==> config.mk <==
export PLATFORM = sky130hd
export DESIGN_NAME = srfs_gen
export DESIGN_NICKNAME = d
export VERILOG_FILES = /design/src/rtl/srfs_pkg.sv /design/src/rtl/srfs_clkdiv.sv /design/src/rtl/srfs_edge_sync.sv /design/src/rtl/srfs_frame.sv /design/src/rtl/srfs_gen.sv
export SDC_FILE = /design/constraint.sdc
export NUM_CORES = 1
export LEC_CHECK = 0
export BUFFER_PORTS_ARGS = -buffer_cell sky130_fd_sc_hd__buf_2
export CAP_MARGIN = 10
export CORE_UTILIZATION = 60
export DETAILED_ROUTE_END_ITERATION = 7
export GPL_ROUTABILITY_DRIVEN = 0
export PLACE_DENSITY = 0.82
export SLEW_MARGIN = 20
export SYNTH_ARGS = -nofsm -noshare
export SYNTH_HDL_FRONTEND = slang
export SYNTH_SLANG_ARGS = --single-unit
==> constraint.sdc <==
create_clock -name clk -period 6.5 [get_ports clk]
set_clock_uncertainty 0.15 [all_clocks]
set_input_delay 1.3 -clock clk [delete_from_list [all_inputs] [get_ports clk]]
set_output_delay 1.3 -clock clk [all_outputs]
set_load 0.05 [all_outputs]
==> src/rtl/srfs_pkg.sv <==
package srfs_pkg;

    // clock divider control states
    typedef enum logic {
        DIV_STOP,
        DIV_RUN
    } div_state_t;

    // frame sequencer states
    typedef enum logic [1:0] {
        FRM_OFF,
        FRM_PULSE,
        FRM_GAP
    } frm_state_t;

endpackage

==> src/rtl/srfs_clkdiv.sv <==
module srfs_clkdiv
    import srfs_pkg::*;
#(
    parameter int DIV_W = 8
) (
    input  logic             clk,
    input  logic             rst_n,
    input  logic             run,
    input  logic [DIV_W-1:0] div_val,
    output logic             stb,
    output logic             phase,
    output logic             running
);

    div_state_t       state_q, state_d;
    logic [DIV_W-1:0] cnt_q, cnt_d;

    // next state and count
    always_comb begin
        state_d = state_q;
        cnt_d   = cnt_q;
        unique case (state_q)
            DIV_STOP: begin
                cnt_d = '0;
                if (run) state_d = DIV_RUN;
            end
            DIV_RUN: begin
                if (!run) begin
                    state_d = DIV_STOP;
                    cnt_d   = '0;
                end else if (cnt_q >= div_val) begin
                    cnt_d = '0;
                end else begin
                    cnt_d = cnt_q + DIV_W'(1);
                end
            end
            default: begin
                state_d = DIV_STOP;
                cnt_d   = '0;
            end
        endcase
    end

    // state register
    always_ff @(posedge clk or negedge rst_n) begin
        if (!rst_n) begin
            state_q <= DIV_STOP;
            cnt_q   <= '0;
        end else begin
            state_q <= state_d;
            cnt_q   <= cnt_d;
        end
    end

    // outputs
    always_comb begin
        running = (state_q == DIV_RUN);
        stb     = running && (cnt_q == '0);
        phase   = running && (cnt_q <= (div_val >> 1));
    end

endmodule

==> src/rtl/srfs_edge_sync.sv <==
module srfs_edge_sync #(
    parameter int STAGES = 2
) (
    input  logic clk,
    input  logic rst_n,
    input  logic din,
    output logic rise
);

    logic [STAGES:0] sync_q;

    always_ff @(posedge clk or negedge rst_n) begin
        if (!rst_n) begin
            sync_q <= '0;
        end else begin
            sync_q <= {sync_q[STAGES-1:0], din};
        end
    end

    assign rise = sync_q[STAGES-1] & ~sync_q[STAGES];

endmodule

==> src/rtl/srfs_frame.sv <==
module srfs_frame
    import srfs_pkg::*;
#(
    parameter int DIV_W = 8,
    parameter int PER_W = 12,
    parameter int WID_W = 8
) (
    input  logic             clk,
    input  logic             rst_n,
    input  logic             en,
    input  logic             stb,
    input  logic [DIV_W-1:0] div_cfg,
    input  logic [PER_W-1:0] per_cfg,
    input  logic [WID_W-1:0] wid_cfg,
    output logic [DIV_W-1:0] div_sh,
    output logic [PER_W-1:0] per_sh,
    output logic             fs_gen,
    output logic             in_frame,
    output logic [PER_W-1:0] bit_cnt
);

    frm_state_t       state_q, state_d;
    logic [PER_W-1:0] cnt_q, cnt_d, nxt;
    logic [WID_W-1:0] wid_q;
    logic [DIV_W-1:0] div_q;
    logic [PER_W-1:0] per_q;
    logic             boundary;
    logic             load;

    // next state, bit index and boundary detection
    always_comb begin
        state_d  = state_q;
        cnt_d    = cnt_q;
        boundary = 1'b0;
        nxt      = cnt_q + PER_W'(1);
        if (!en) begin
            state_d = FRM_OFF;
            cnt_d   = '0;
        end else begin
            unique case (state_q)
                FRM_OFF: begin
                    if (stb) begin
                        state_d = FRM_PULSE;
                        cnt_d   = '0;
                    end
                end
                FRM_PULSE, FRM_GAP: begin
                    if (stb) begin
                        if (cnt_q >= per_q) begin
                            boundary = 1'b1;
                            state_d  = FRM_PULSE;
                            cnt_d    = '0;
                        end else begin
                            cnt_d   = nxt;
                            state_d = (nxt <= PER_W'(wid_q)) ? FRM_PULSE : FRM_GAP;
                        end
                    end
                end
                default: begin
                    state_d = FRM_OFF;
                    cnt_d   = '0;
                end
            endcase
        end
        load = (state_q == FRM_OFF) || boundary;
    end

    // state and shadow registers
    always_ff @(posedge clk or negedge rst_n) begin
        if (!rst_n) begin
            state_q <= FRM_OFF;
            cnt_q   <= '0;
            div_q   <= '0;
            per_q   <= '0;
            wid_q   <= '0;
        end else begin
            state_q <= state_d;
            cnt_q   <= cnt_d;
            if (load) begin
                div_q <= div_cfg;
                per_q <= per_cfg;
                wid_q <= wid_cfg;
            end
        end
    end

    // outputs
    always_comb begin
        fs_gen   = (state_q == FRM_PULSE);
        in_frame = (state_q != FRM_OFF);
        bit_cnt  = cnt_q;
        div_sh   = div_q;
        per_sh   = per_q;
    end

endmodule

==> src/rtl/srfs_gen.sv <==
module srfs_gen #(
    parameter int DIV_W       = 8,
    parameter int PER_W       = 12,
    parameter int WID_W       = 8,
    parameter int SYNC_STAGES = 2
) (
    input  logic             clk,
    input  logic             rst_n,
    input  logic             gen_run,
    input  logic             fs_run,
    input  logic [DIV_W-1:0] div_cfg,
    input  logic [PER_W-1:0] per_cfg,
    input  logic [WID_W-1:0] wid_cfg,
    input  logic             clk_int_sel,
    input  logic             fs_int_sel,
    input  logic             bclk_pol,
    input  logic             fs_pol,
    input  logic             ext_bclk,
    input  logic             ext_fs,
    output logic             bclk,
    output logic             bclk_stb,
    output logic             fsync
);

    logic [DIV_W-1:0] div_sh;
    logic [PER_W-1:0] per_sh;
    logic [PER_W-1:0] bit_cnt;
    logic             div_stb, div_phase, div_running;
    logic             ext_stb, sel_stb;
    logic             frm_en, fs_gen, in_frame;
    logic             gen_lvl, clk_lvl, fs_lvl;

    srfs_clkdiv #(.DIV_W(DIV_W)) u_div (
        .clk     (clk),
        .rst_n   (rst_n),
        .run     (gen_run),
        .div_val (div_sh),
        .stb     (div_stb),
        .phase   (div_phase),
        .running (div_running)
    );

    srfs_edge_sync #(.STAGES(SYNC_STAGES)) u_sync (
        .clk   (clk),
        .rst_n (rst_n),
        .din   (ext_bclk),
        .rise  (ext_stb)
    );

    assign sel_stb = clk_int_sel ? div_stb : ext_stb;
    assign frm_en  = fs_run && (gen_run || !clk_int_sel);

    srfs_frame #(.DIV_W(DIV_W), .PER_W(PER_W), .WID_W(WID_W)) u_frm (
        .clk      (clk),
        .rst_n    (rst_n),
        .en       (frm_en),
        .stb      (sel_stb),
        .div_cfg  (div_cfg),
        .per_cfg  (per_cfg),
        .wid_cfg  (wid_cfg),
        .div_sh   (div_sh),
        .per_sh   (per_sh),
        .fs_gen   (fs_gen),
        .in_frame (in_frame),
        .bit_cnt  (bit_cnt)
    );

    // a zero divisor hands the reference clock straight through
    always_comb begin
        gen_lvl  = (div_running && (div_sh == '0)) ? clk : div_phase;
        clk_lvl  = clk_int_sel ? gen_lvl : ext_bclk;
        fs_lvl   = fs_int_sel ? fs_gen : ext_fs;
        bclk     = bclk_pol ? clk_lvl : ~clk_lvl;
        bclk_stb = sel_stb;
        fsync    = fs_lvl ^ fs_pol;
    end

endmodule

==> run metrics <==
status completed; grt ovf 0; Worst Path Buf+Inv 3; Non-Filler Instances ~450; full die area about 0.0061 mm²; RSZ-0062 raised after global routing false; Starting Density 62.90%; max_cap viols 0; Tightest Pin Transition between 0.7 and 0.8 ns; Top delay family on crit path buffers and inverters; Chip Height 78.21 µm; Yosys top cell area share 38.78%; Core Area between 0.005 and 0.006 mm²; synth warn 0; Syn-to-layout area delta 11.53%; cells after synthesis roughly 330; Synth area leaders dfrtp_1, ha_1, mux2_4; Core Rows 27; Mapped Area 0.003485 mm²; wirelength, routed 7.025 mm; ys async rst share between 90% and 100%; final slew viol count 0; total number of vias about 2500; estimated wirelength of the detail-placed design 4.941 mm; layout cells sized above 1 between 20% and 30%; Fill cells 423; leakage power ~2.0 nW; maximum fanout along the worst path 2; worst hold-check path type reg -> reg; post-route cell area 0.003886 mm²; Layout Nets 452; leading area contributor after synthesis dfrtp_1; ANT nets after route 0; Distinct cells, synth 57; Crit Path Category clk -> out; GRT Overall Usage 25.47%; Worst EP required about 5.1 ns; first-pass GRT wire length 11.77 mm; Worst EP arrival around 4.3 ns; Final Setup Violations 0; number of DRC markers in iteration 0 ~240; Setup TNS Final 0 ns; die width 78.21 µm; Worst path slowest cell buf_2; critical path launch point type clock port; sequential share of the synthesized area ~39%; crit path cell chain clkbuf_8 -> clkbuf_8 -> mux2i_1 -> a21oi_1 -> xnor2_1 -> buf_2; most used cell along the critical path clkbuf_8; syn_area_per_cell about 11 µm²; CP peak stage delay between 0.2 and 0.3 ns; Hold Fails Final Rpt 0; Post-CTS Resized 0; initial antenna violation count 0; quantity of I/O buffers inserted on ports 40; # placed instances about 430; worst skew pair latency about 0.42 ns; Worst slew margin 52.27%; diodes inserted 0; prevailing post-synth register cell dfrtp_1; Power per Cell Area roughly 190 mW/mm²; Wirelength per Cell approximately 16 µm; Detailed Routing Iterations Pass 1 4; vias in the first global route roughly 2500; DRC 0; Vias/cell 5.697; num ports about 40; Hold Buf Count CTS 0; Syn Nets about 410; clock-pin transition on the worst setup and hold timing paths about 0.1 ns; Post-synth EDFFs 0; crit end category output port; largest net degree at the start of global routing 55; synthesized flop and latch total 54; setup bufs post-CTS 0; Area after DPL around 0.0037 mm²; Max IR drop VDD approximately 0.097 mV; CTS tree yes
==> cell families (layout without fill, tap and decap cells) <==
logic type                 Yosys count  after routing  synth area share (%)
DFF                                 54             54                 38.78
adders and majority gates           41             41                 14.72
muxes                               31             31                 12.10
buffers and inverters               44             92                 5.817
and+or+nand+nor                     90             90                 13.75
AOI/OAI and AO/OA                   52             52                 11.31
xor gates and xnor gates            14             14                 3.519
==> state kept, by name, indices dropped and copies added, names as in the netlist <==
| register | cells |
|---|---|
| u_div.running | 1 |
| u_frm.state_q | 2 |
| u_frm.per_sh | 12 |
| u_frm.div_sh | 8 |
| u_frm.bit_cnt | 12 |
| u_div.cnt_q | 8 |
| u_frm.wid_q | 8 |
| u_sync.sync_q | 3 |
==> metrics by stage <==
stage | hold WS (ns) | power, W | utilization [%] | worst slack, ns
finish | 0.2117 | 0.0007340 | 70.14 | 0.7626
global placement | 0.1881 | 0.0004827 | 67.25 | 1.229
CTS | 0.2124 | 0.0007341 | 69.65 | 0.7591
floorplan | 0.1812 | 0.0004530 | - | 0.7803
detailed placement | 0.1912 | 0.0004883 | 67.25 | 1.229
global route | 0.2289 | 0.0007656 | 70.14 | 0.6780
==> synth_stat cells, drive strengths merged (2+ instances only) <==
| cell type | n |
|---|---|
| a21o | 6 |
| xor2 | 6 |
| nor2 | 22 |
| ha | 41 |
| nand2 | 20 |
| o311ai | 2 |
| nand4 | 12 |
| nor4b | 2 |
| nor3 | 3 |
| a21oi | 10 |
| buf | 4 |
| o211ai | 6 |
| o21ai | 7 |
| nand2b | 3 |
| dfrtp | 54 |
| mux2i | 2 |
| xnor2 | 8 |
| mux2 | 29 |
| nand3 | 12 |
| o31ai | 4 |
| inv | 39 |
| nand4b | 2 |
| or2 | 2 |
| and2 | 2 |
| nor2b | 2 |
| a21boi | 2 |
| and3 | 3 |
| a211oi | 3 |
==> per-layer routing <==
metal  track usage, %  wire (µm)  vias up
met3            6.047        329       20
li1                 -          -     1256
met5                0          0        -
met1            33.74       3310     1192
met4            12.96        210        0
met2            38.95       3174       73
==> cell usage in the layout (no fill, tap or decap), types with 6 or more instances in the layout <==
cell type  instances
a21o_1             6
a21oi_1            9
buf_2             40
clkbuf_8           9
dfrtp_1           54
ha_1              41
inv_1             39
mux2_2             8
mux2_4            20
nand2_1           20
nand3_1           12
nand4_1           12
nor2_1            20
o211ai_1           6
xnor2_1            8
xor2_1             6
==> report_power, final <==
group          switching [W]  internal (W)
sequential         0.0000132      0.000354
clock               0.000126      0.000127
combinational      0.0000587     0.0000546
==> final timing paths <==
check | from | endpoint | slack, ns | cells after the start
setup / recovery | clk | bclk | 0.76 | 6
hold / removal | u_sync.sync_q[0]$_DFF_PN0_ | u_sync.sync_q[1]$_DFF_PN0_ | 0.21 | 0
setup reg to reg | u_frm.bit_cnt[0]$_DFFE_PN0P_ | u_frm.state_q[1]$_DFFE_PN0P_ | 3.39 | 11
hold reg to reg | u_sync.sync_q[0]$_DFF_PN0_ | u_sync.sync_q[1]$_DFF_PN0_ | 0.21 | 0
max in group asynchronous | rst_n | u_frm.per_sh[4]$_DFFE_PN0P_ | 4.89 | 2
min in group asynchronous | rst_n | u_frm.per_sh[1]$_DFFE_PN0P_ | 0.83 | 2
==> area by class of cell <==
type	count	area [µm²]	area share, %
multi-input combinational	228	1931	49.68
sequential	54	1351	34.77
timing repair buffer	41	230.2	5.924
inverter	39	146.4	3.767
clock buffer	11	132.6	3.413
tap	72	90.09	2.318
clock inverter	1	5.005	0.1288
No activity file was read; power rests on OpenSTA's default activity.
